==> config.mk <==
export PLATFORM = sky130hd
export DESIGN_NAME = pdm_decim
export DESIGN_NICKNAME = d
export VERILOG_FILES = /design/src/rtl/pdm_decim_pkg.sv /design/src/rtl/pdm_clkgen.sv /design/src/rtl/pdm_cic.sv /design/src/rtl/pdm_sat_scale.sv /design/src/rtl/pdm_decim.sv
export SDC_FILE = /design/constraint.sdc
export NUM_CORES = 1
export LEC_CHECK = 0
export ABC_AREA = 0
export BUFFER_PORTS_ARGS = -buffer_cell sky130_fd_sc_hd__buf_2
export CORE_ASPECT_RATIO = 0.8
export CORE_UTILIZATION = 50
export CTS_BUF_LIST = sky130_fd_sc_hd__clkbuf_8
export DETAILED_ROUTE_END_ITERATION = 16
export MAX_ROUTING_LAYER = met4
export PLACE_DENSITY = 0.66
export SETUP_SLACK_MARGIN = 0.05
export SLEW_MARGIN = 20
export SYNTH_ARGS = -nofsm -noshare
export SYNTH_HDL_FRONTEND = slang
export SYNTH_SLANG_ARGS = --single-unit
export TNS_END_PERCENT = 30
==> constraint.sdc <==
create_clock -name clk_i -period 9 [get_ports clk_i]
set_input_delay 0.9 -clock clk_i [delete_from_list [all_inputs] [get_ports clk_i]]
set_output_delay 0.9 -clock clk_i [all_outputs]
set_load 0.02 [all_outputs]
==> src/rtl/pdm_decim_pkg.sv <==
package pdm_decim_pkg;
  typedef enum logic {OSR_64 = 1'b0, OSR_128 = 1'b1} osr_e;

  // right shift that maps CIC full scale (R^N) onto 2^(out_w-1)
  function automatic int unsigned cic_shift(input int unsigned n_stages,
                                            input int unsigned log2_r,
                                            input int unsigned out_w);
    return n_stages * log2_r + 1 - out_w;
  endfunction
endpackage

==> src/rtl/pdm_clkgen.sv <==
module pdm_clkgen #(
  parameter int unsigned DIV_W = 8
) (
  input  logic             clk_i,
  input  logic             rst_ni,
  input  logic             clr_i,
  input  logic [DIV_W-1:0] div_i,
  output logic             pdm_clk_o,
  output logic             rise_o
);
  logic [DIV_W-1:0] cnt_q;
  logic [DIV_W-1:0] lim;
  logic             clk_q;

  assign lim       = (div_i == '0) ? '0 : div_i - 1'b1;
  assign pdm_clk_o = clk_q;
  assign rise_o    = !clr_i && (cnt_q == lim) && !clk_q;

  always_ff @(posedge clk_i or negedge rst_ni) begin
    if (!rst_ni) begin
      cnt_q <= '0;
      clk_q <= 1'b0;
    end else if (clr_i) begin
      cnt_q <= '0;
      clk_q <= 1'b0;
    end else if (cnt_q == lim) begin
      cnt_q <= '0;
      clk_q <= ~clk_q;
    end else begin
      cnt_q <= cnt_q + 1'b1;
    end
  end

  a_r1_clear_low: assert property (@(posedge clk_i) disable iff (!rst_ni)
    clr_i |=> (!pdm_clk_o && cnt_q == '0));
  a_r2_rise_event: assert property (@(posedge clk_i) disable iff (!rst_ni)
    rise_o |=> pdm_clk_o);
endmodule

==> src/rtl/pdm_cic.sv <==
module pdm_cic #(
  parameter int unsigned N_STAGES = 4,
  parameter int unsigned ACC_W    = 30,
  parameter int unsigned CNT_W    = 7
) (
  input  logic                    clk_i,
  input  logic                    rst_ni,
  input  logic                    clr_i,
  input  logic                    tick_i,
  input  logic                    bit_i,
  input  logic                    osr_hi_i,
  output logic signed [ACC_W-1:0] y_o,
  output logic                    dec_o
);
  localparam logic [CNT_W-1:0] LIM_HI = '1;
  localparam logic [CNT_W-1:0] LIM_LO = LIM_HI >> 1;

  logic signed [ACC_W-1:0] integ_q [N_STAGES];
  logic signed [ACC_W-1:0] dly_q   [N_STAGES];
  logic signed [ACC_W-1:0] cin     [N_STAGES];
  logic signed [ACC_W-1:0] x;
  logic [CNT_W-1:0]        cnt_q;
  logic [CNT_W-1:0]        lim;

  assign x     = bit_i ? {{(ACC_W-1){1'b0}}, 1'b1} : '1;
  assign lim   = osr_hi_i ? LIM_HI : LIM_LO;
  assign dec_o = tick_i && (cnt_q == lim);

  // comb chain at the decimated rate
  always_comb begin
    logic signed [ACC_W-1:0] v;
    v = integ_q[N_STAGES-1];
    for (int k = 0; k < N_STAGES; k++) begin
      cin[k] = v;
      v = v - dly_q[k];
    end
    y_o = v;
  end

  always_ff @(posedge clk_i or negedge rst_ni) begin
    if (!rst_ni) begin
      cnt_q <= '0;
      for (int k = 0; k < N_STAGES; k++) begin
        integ_q[k] <= '0;
        dly_q[k]   <= '0;
      end
    end else if (clr_i) begin
      cnt_q <= '0;
      for (int k = 0; k < N_STAGES; k++) begin
        integ_q[k] <= '0;
        dly_q[k]   <= '0;
      end
    end else if (tick_i) begin
      integ_q[0] <= integ_q[0] + x;
      for (int k = 1; k < N_STAGES; k++) integ_q[k] <= integ_q[k] + integ_q[k-1];
      cnt_q <= (cnt_q == lim) ? '0 : cnt_q + 1'b1;
      if (cnt_q == lim)
        for (int k = 0; k < N_STAGES; k++) dly_q[k] <= cin[k];
    end
  end

  a_r5_cnt_bound: assert property (@(posedge clk_i) disable iff (!rst_ni)
    cnt_q <= lim);
  a_r6_clear_cnt: assert property (@(posedge clk_i) disable iff (!rst_ni)
    clr_i |=> (cnt_q == '0 && !dec_o));
endmodule

==> src/rtl/pdm_sat_scale.sv <==
module pdm_sat_scale #(
  parameter int unsigned ACC_W = 30,
  parameter int unsigned OUT_W = 24,
  parameter int unsigned SH_HI = 5,
  parameter int unsigned SH_LO = 1
) (
  input  logic signed [ACC_W-1:0] y_i,
  input  logic                    osr_hi_i,
  output logic signed [OUT_W-1:0] q_o
);
  localparam logic signed [ACC_W-1:0] MAXV = ACC_W'((64'sd1 <<< (OUT_W-1)) - 64'sd1);
  localparam logic signed [ACC_W-1:0] MINV = -MAXV - 1;

  logic signed [ACC_W-1:0] sh;

  assign sh  = osr_hi_i ? (y_i >>> SH_HI) : (y_i >>> SH_LO);
  assign q_o = (sh > MAXV) ? MAXV[OUT_W-1:0] :
               (sh < MINV) ? MINV[OUT_W-1:0] : sh[OUT_W-1:0];
endmodule

==> src/rtl/pdm_decim.sv <==
module pdm_decim
  import pdm_decim_pkg::*;
#(
  parameter int unsigned DIV_W    = 8,
  parameter int unsigned N_STAGES = 4,
  parameter int unsigned OUT_W    = 24
) (
  input  logic                    clk_i,
  input  logic                    rst_ni,
  input  logic                    en_i,
  input  logic                    osr_sel_i,
  input  logic [DIV_W-1:0]        clk_div_i,
  input  logic                    pdm_dat_i,
  output logic                    pdm_clk_o,
  output logic signed [OUT_W-1:0] pcm_o,
  output logic                    pcm_valid_o
);
  localparam int unsigned LOG2_HI = 7;
  localparam int unsigned LOG2_LO = 6;
  localparam int unsigned ACC_W   = N_STAGES * LOG2_HI + 2;
  localparam int unsigned SH_HI   = cic_shift(N_STAGES, LOG2_HI, OUT_W);
  localparam int unsigned SH_LO   = cic_shift(N_STAGES, LOG2_LO, OUT_W);

  osr_e                    osr_q;
  logic                    clr, rise, dec;
  logic signed [ACC_W-1:0] cic_y;
  logic signed [OUT_W-1:0] scaled;

  assign clr = !en_i || (osr_e'(osr_sel_i) != osr_q);

  pdm_clkgen #(.DIV_W(DIV_W)) u_clkgen (
    .clk_i, .rst_ni, .clr_i(clr), .div_i(clk_div_i),
    .pdm_clk_o, .rise_o(rise)
  );

  pdm_cic #(.N_STAGES(N_STAGES), .ACC_W(ACC_W), .CNT_W(LOG2_HI)) u_cic (
    .clk_i, .rst_ni, .clr_i(clr), .tick_i(rise), .bit_i(pdm_dat_i),
    .osr_hi_i(osr_q == OSR_128), .y_o(cic_y), .dec_o(dec)
  );

  pdm_sat_scale #(.ACC_W(ACC_W), .OUT_W(OUT_W), .SH_HI(SH_HI), .SH_LO(SH_LO)) u_scale (
    .y_i(cic_y), .osr_hi_i(osr_q == OSR_128), .q_o(scaled)
  );

  always_ff @(posedge clk_i or negedge rst_ni) begin
    if (!rst_ni) begin
      osr_q       <= OSR_64;
      pcm_o       <= '0;
      pcm_valid_o <= 1'b0;
    end else begin
      osr_q       <= osr_e'(osr_sel_i);
      pcm_valid_o <= dec && !clr;
      if (!en_i)           pcm_o <= '0;
      else if (dec && !clr) pcm_o <= scaled;
    end
  end

  a_r5_valid_on_rise: assert property (@(posedge clk_i) disable iff (!rst_ni)
    pcm_valid_o |-> $rose(pdm_clk_o));
  a_r5_single_pulse: assert property (@(posedge clk_i) disable iff (!rst_ni)
    pcm_valid_o |=> !pcm_valid_o);
  a_r5_hold: assert property (@(posedge clk_i) disable iff (!rst_ni)
    ($past(en_i) && !pcm_valid_o) |-> $stable(pcm_o));
  a_r6_switch_clears: assert property (@(posedge clk_i) disable iff (!rst_ni)
    (en_i && osr_e'(osr_sel_i) != osr_q) |=> (!pdm_clk_o && !pcm_valid_o));
  a_r7_disabled: assert property (@(posedge clk_i) disable iff (!rst_ni)
    !en_i |=> (!pdm_clk_o && !pcm_valid_o && pcm_o == '0));
endmodule

### Word-level counts from Yosys, hierarchy flattened

Index checks and enable logic that the tools add are counted.

* flip-flop bits (word level): 282
* bits of input ports: 13
* output and inout bits: 26

* reduce and logical (&&, ||, !) cells: 13
* multiplexer cells: 20
* $lt $le $gt $ge: 2
* add/subtract/negate cells: 11
* bitwise logic cells: 1
* eq/ne operators: 4

Operators with widths (number)
* $mux W120: 5
* $add A30 B30 Y30: 4
* $sub A30 B30 Y30: 4
* $mux W24: 4
* $mux W30: 1
* $gt A29 B24 Y1 const B: 1
* $lt A29 B24 Y1 const B: 1
* $mux W28: 1
* $mux W7: 4
* $mux W8: 3
* $add A8 B1 Y8 const B: 1
* $eq A8 B8 Y1: 1
* $logic_not A8 Y1: 1
* $sub A8 B1 Y8 const B: 1
* $add A7 B1 Y7 const B: 1
* $eq A7 B7 Y1: 1
* $reduce_bool A2 Y1: 3
* $logic_and A1 B1 Y1: 4
* $logic_not A1 Y1: 3
* $mux W1: 2
* $ne A2 B1 Y1 const B: 1
* $reduce_and A2 Y1: 1
* $logic_or A1 B1 Y1: 1
* $ne A1 B1 Y1: 1
* $not A1 Y1: 1

### Longest topological paths before layout

* depth in word-level cells: 10
* mapped depth: 47
* depth with buffers taken out: 45

### Cells and area by module

From an unflattened synthesis, not the netlist that was laid out.

* cells, all modules: 2743
* area, all modules: 23229.8 sq um

By module, submodules not included
* pdm_cic: cells an instance 2410, area each 20312.0 sq um, instances 1, seq. area each 6180.9 sq um
* pdm_decim: cells an instance 111, area each 1171.1 sq um, instances 1, seq. area each 650.6 sq um
* pdm_clkgen: cells an instance 108, area each 879.6 sq um, instances 1, seq. area each 225.2 sq um
* pdm_sat_scale: cells an instance 114, area each 867.1 sq um, instances 1, seq. area each 0.0 sq um

### Least setup slack after synthesis

OpenSTA, ideal clock, no wires.

* path type: flip-flop to flip-flop
* start point: register u_cic.integ_q (netlist bit u_cic.cin[90])
* end point: register pcm_o[21]
* slack: 848 ps
* data required time: 8926 ps
* cell stages (with the launch flop): 46
* arrival: 8078 ps
* cells stage by stage: dfrtp_1 -> inv_1 -> ha_1 -> fa_1 -> nor2b_1 -> o21ai_0 -> a21oi_1 -> o21ai_0 -> a21boi_0 -> o21a_1 -> nor2_1 -> o21bai_1 -> a21oi_1 -> xnor2_1 -> ha_1 -> a21oi_1 -> nand2_1 -> a221o_1 -> [10 not listed] -> a21oi_1 -> o31ai_1 -> nand2b_1 -> a21oi_1 -> xnor2_1 -> ha_1 -> buf_2 -> nand4_1 -> or3_1 -> o31a_1 -> a21oi_1 -> o41ai_1 -> xnor2_1 -> xnor3_2 -> o21ai_2 -> nand2_4 -> buf_6 -> o21ai_2

* longest elaborated chain between the ends: 10

RTL lines
* start: declaration: RTL line pdm_cic.sv:18 `logic signed [ACC_W-1:0] integ_q [N_STAGES];`
* $sub A30 B30 Y30 * (4 in series): RTL line pdm_cic.sv:35 `v = v - dly_q[k];`
* $mux W28: RTL line pdm_sat_scale.sv:16 `assign sh = osr_hi_i ? (y_i >>> SH_HI) : (y_i >>> SH_LO);`
* $lt A29 B24 Y1: RTL line pdm_sat_scale.sv:18 `(sh < MINV) ? MINV[OUT_W-1:0] : sh[OUT_W-1:0];`
* $mux W24: RTL line pdm_sat_scale.sv:18
* $mux W24 *: RTL line pdm_sat_scale.sv:17 `assign q_o = (sh > MAXV) ? MAXV[OUT_W-1:0] :`
* $mux W24 *: RTL line pdm_decim.sv:54 `else if (dec && !clr) pcm_o <= scaled;`
* $mux W24 *: RTL line pdm_decim.sv:53 `if (!en_i) pcm_o <= '0;`
* end signal: assignment: RTL line pdm_decim.sv:54
* end: declaration: RTL line pdm_decim.sv:15 `output logic signed [OUT_W-1:0] pcm_o,`

Mark *: on every way between the ends. The rest lies on a longest branch, timed or not. The select of a mux whose other input is x is not followed.
A chain may end at the register's enable or synchronous reset.

### Worst setup path after layout

* start point: register u_cic.integ_q (netlist bit u_cic.cin[90])
* end point: register pcm_o[10]

Same word-level chain as after synthesis.

==> flow_metrics.env <==
export IMPL_wl_um=53860
export IMPL_synth_cell_types=84
export IMPL_synth_top_area_cell="dfrtp_1"
export IMPL_ant_nets=0
export IMPL_grt_pass1_vias=17960
export IMPL_synth_cells=2717
export IMPL_port_buffers=38
export IMPL_drc=0
export IMPL_cp_arrival_ns=8.96
export IMPL_antenna_found_initial=1
export IMPL_drive_gt1_share_pct=7.950
export IMPL_multi_input_area_um2=14680
export IMPL_worstSetupEndpointType="flip-flop"
export IMPL_boundaryPins=39
export IMPL_wire_per_inst_um=15.92
export IMPL_core_area_um2=44550
export IMPL_initialDrtViolationCount=1299
export IMPL_diodes=0
export IMPL_crit_type="reg -> reg"
export IMPL_ys_ff_latch=282
export IMPL_path_common_cell="a21oi_1"
export IMPL_min_path_type="in -> async"
export IMPL_crit_path_top_delay_cell="dfrtp_1"
export IMPL_ys_async_sr_fraction_pct=100.0
export IMPL_slew_headroom_pct=29.58
export IMPL_p_per_area_nw_per_um2=161.0
export IMPL_worst_ep_required_time_ns=9.56
export IMPL_dp_slack_ns=0.07758
export IMPL_drv_slew=0
export IMPL_route_vias_total=19370
export IMPL_firstDrtPassIters=6
export IMPL_vias_per_cell=5.726
export IMPL_cts_max_path_buffers=3
export IMPL_grt_util_all_layers_pct=23.88
export IMPL_clock_latency_ns=0.65
export IMPL_syn_area_per_cell_um2=8.350
export IMPL_setup_slack_ns=0.6027
export IMPL_synth_nets=2971
export IMPL_gp_congestion=0.8930
export IMPL_syn_to_final_growth_pct=8.879
export IMPL_fmax_ghz=0.1191
export IMPL_dieArea_um2=46240
export IMPL_cts_reportedPaths_clkPinSlew_ns=0.06
export IMPL_min_period_ns=8.397
export IMPL_cts_tree="built"
export IMPL_slowest_delay_ns=0.41
export IMPL_hold_viol_final=0
export IMPL_final_area_um2=24700
export IMPL_synth_warnings=0
export IMPL_ys_seq_area_share_pct=31.10
export IMPL_p_leak_nw=12.05
export IMPL_grt_max_degree=119
export IMPL_netlist_area_um2=22690
export IMPL_seq_area_um2=7057
export IMPL_crit_fanout=11
export IMPL_num_nets_final=2996
export IMPL_maxCapViolCount=0
export IMPL_crit_family="compound AO/OA/AOI/OAI gates"
export IMPL_cts_root_buf="clkbuf_8"
export IMPL_fin_worst_skew_ns=0.02793
export IMPL_cts_made_buffers=52
export IMPL_crit_buf_inv=2
export IMPL_r2r_start="u_cic.cin[90]"
export IMPL_chipWidth_um=240.2
export IMPL_holdBufCountCts=0
export IMPL_nFillCells=4167
export IMPL_h_tree_depth=2
export IMPL_dp_hpwl_um=38120
export IMPL_dieHeight_um=192.5
export IMPL_holdWs_ns=0.3120
export IMPL_outcome="finished clean"
export IMPL_clock_sinks=282
export IMPL_synth_main_ff_cell="dfrtp_1"
export IMPL_grt_pass1_wl_um=88910
export IMPL_grt_overflow=0
export IMPL_utilization_pct=55.45
export IMPL_cp_startpoint="u_cic.cin[90]"
export IMPL_max_slew_worst_pin_slew_ns=1.052
export IMPL_crit_path_start_kind="flip-flop"
export IMPL_placed_area_um2=23410
export IMPL_peakVddDrop_v=0.0001862
export IMPL_ys_top_cells_by_area="dfrtp_1 31%, ha_1 13%, a21oi_1 6.7%"
export IMPL_netlist_area_leader_share_pct=31.10
export IMPL_synth_edf_count=0
export IMPL_fin_crit_sh_pct=93.30
export IMPL_totalNegativeSetupSlack_ns=0
export IMPL_start_util_pct=50.93
export IMPL_setup_viol=0
export IMPL_rows=69
## path summary, 6_finish.rpt
| kind | endpoint | slack [ns] | depth (start not counted) |
|---|---|---|---|
| setup / recovery | pcm_o[10] | 0.60 | 42 |
| hold / removal | pcm_o[18] | 0.31 | 1 |
| setup reg to reg | pcm_o[10] | 0.60 | 42 |
| hold reg to reg | pcm_o[19] | 0.49 | 2 |
| max in group asynchronous | u_cic.integ_q[62] | 6.58 | 3 |
| min in group clk_i | osr_q | 0.42 | 1 |
## placed cells by master, fill, tap and decap left out, types with 6 or more instances in the layout
cell       synthesis  routed
and2_1            11      11
nand3_1           60      60
fa_1               8       7
and3_1            17      17
nor2b_1           23      23
nand4_1           19      19
mux2i_1           23      23
a21oi_2            0       7
ha_1             233     229
nand2_1          373     372
a211oi_1          25      24
a31o_2             7       7
a21oi_1          302     295
buf_4              2      31
inv_1            178     196
o21ai_0          103     100
a21o_1           143     143
a2111oi_0          7       7
o31ai_1           96      96
clkbuf_8           0      66
buf_2             27      37
nand2b_1          47      46
a31oi_1           21      20
dfrtp_1          282     282
nor4_1             6       6
or3_1             19      19
o31a_1             6       6
xnor2_1          141     139
o21ai_1           21      22
xor2_1            64      64
o21ai_2           12      13
and4_1             7       6
nor2_1           146     144
o211ai_1           7       7
o21a_1            24      24
nor3_1            49      49
a21boi_0           7       6
o21bai_1          32      32
or2_2              8       8
## cell families after synthesis
family,share of synthesized area (%)
AO/OA/AOI/OAI,24.86
XOR/XNOR,8.200
adder cells (fa/ha/maj),13.56
buffers and inverters,4.914
flip-flops,31.10
multiplexers,1.015
AND/OR/NAND/NOR,16.35
## per-layer routing
layer / up-vias / part of all wire (%) / global-route usage (%)
li1: 9746 / - / -
met4: 0 / 1.5 / 5.585
met1: 9240 / 52 / 35.35
met5: - / 0 / -
met2: 322 / 42 / 34.50
met3: 62 / 4.2 / 2.847
## report_power, final
part / leakage [nW] / internal, mW / switching (mW) / total, mW
clock network: 0.605 / 0.684 / 0.578 / 1.26
registers: 3.94 / 1.27 / 0.00344 / 1.27
logic: 7.51 / 0.565 / 0.878 / 1.44
## metrics by stage
stage | power [mW] | instances
6_report | 3.978 | 3383
3_3_place_gp | 2.613 | 3279
2_1_floorplan | 2.312 | 2717
5_1_grt | 4.209 | 3383
3_5_place_dp | 2.621 | 3279
4_1_cts | 3.910 | 3371
## synthesized netlist by cell type, types with 17 or more instances
master and instances:
a211oi_1 25, a21o_1 143, nor2_1 146, or3_1 19, o21ai_0 103, xor2_1 64, o21bai_1 32, and3_1 17
o31ai_1 96, a31oi_1 21, nor3_1 49, dfrtp_1 282, nand2b_1 47, buf_2 27, inv_1 178, ha_1 233
nand2_1 373, a21oi_1 302, o21a_1 24, clkbuf_1 65, o21ai_1 21, nor2b_1 23, xnor2_1 141, mux2i_1 23
nand4_1 19, nand3_1 60
## sequential cells by signal (all words and copies together), names as in the netlist
name / count
u_cic.dly_q: 120
u_cic.integ_q: 90
u_cic.cin: 30
pcm_o: 24
u_clkgen.cnt_q: 8
u_cic.cnt_q: 7
osr_q: 1
pcm_valid_o: 1
u_clkgen.pdm_clk_o: 1
## cell type report
| class | count | share of cell area [%] |
|---|---|---|
| Tap cell | 603 | 3.054 |
| Clock buffer | 66 | 3.677 |
| Clock inverter | 26 | 0.5724 |
| Sequential cell | 282 | 28.57 |
| Multi-Input combinational cell | 2155 | 59.44 |
| Inverter | 180 | 2.755 |
| Timing Repair Buffer | 71 | 1.935 |
## worst reg2reg max path, delay by kind of cell, from the launching register on
kind            cells  cell delay, ns
fa+ha+maj           5            1.46
compound gates     23            3.96
buf+inv             2            0.27
simple gates        7            1.28
flops               1            0.41
xor+xnor            5            0.97
## timing repair
action / in CTS / in global routing
gates resized for setup: 1 / 31
pin swaps: 0 / 19
cloned: 0 / 3
setup endpoints to repair: 2 / 24
buffers inserted: 0 / 9
hold endpoints to repair: 0 / 0
No activity file was read; power rests on OpenSTA's default activity.
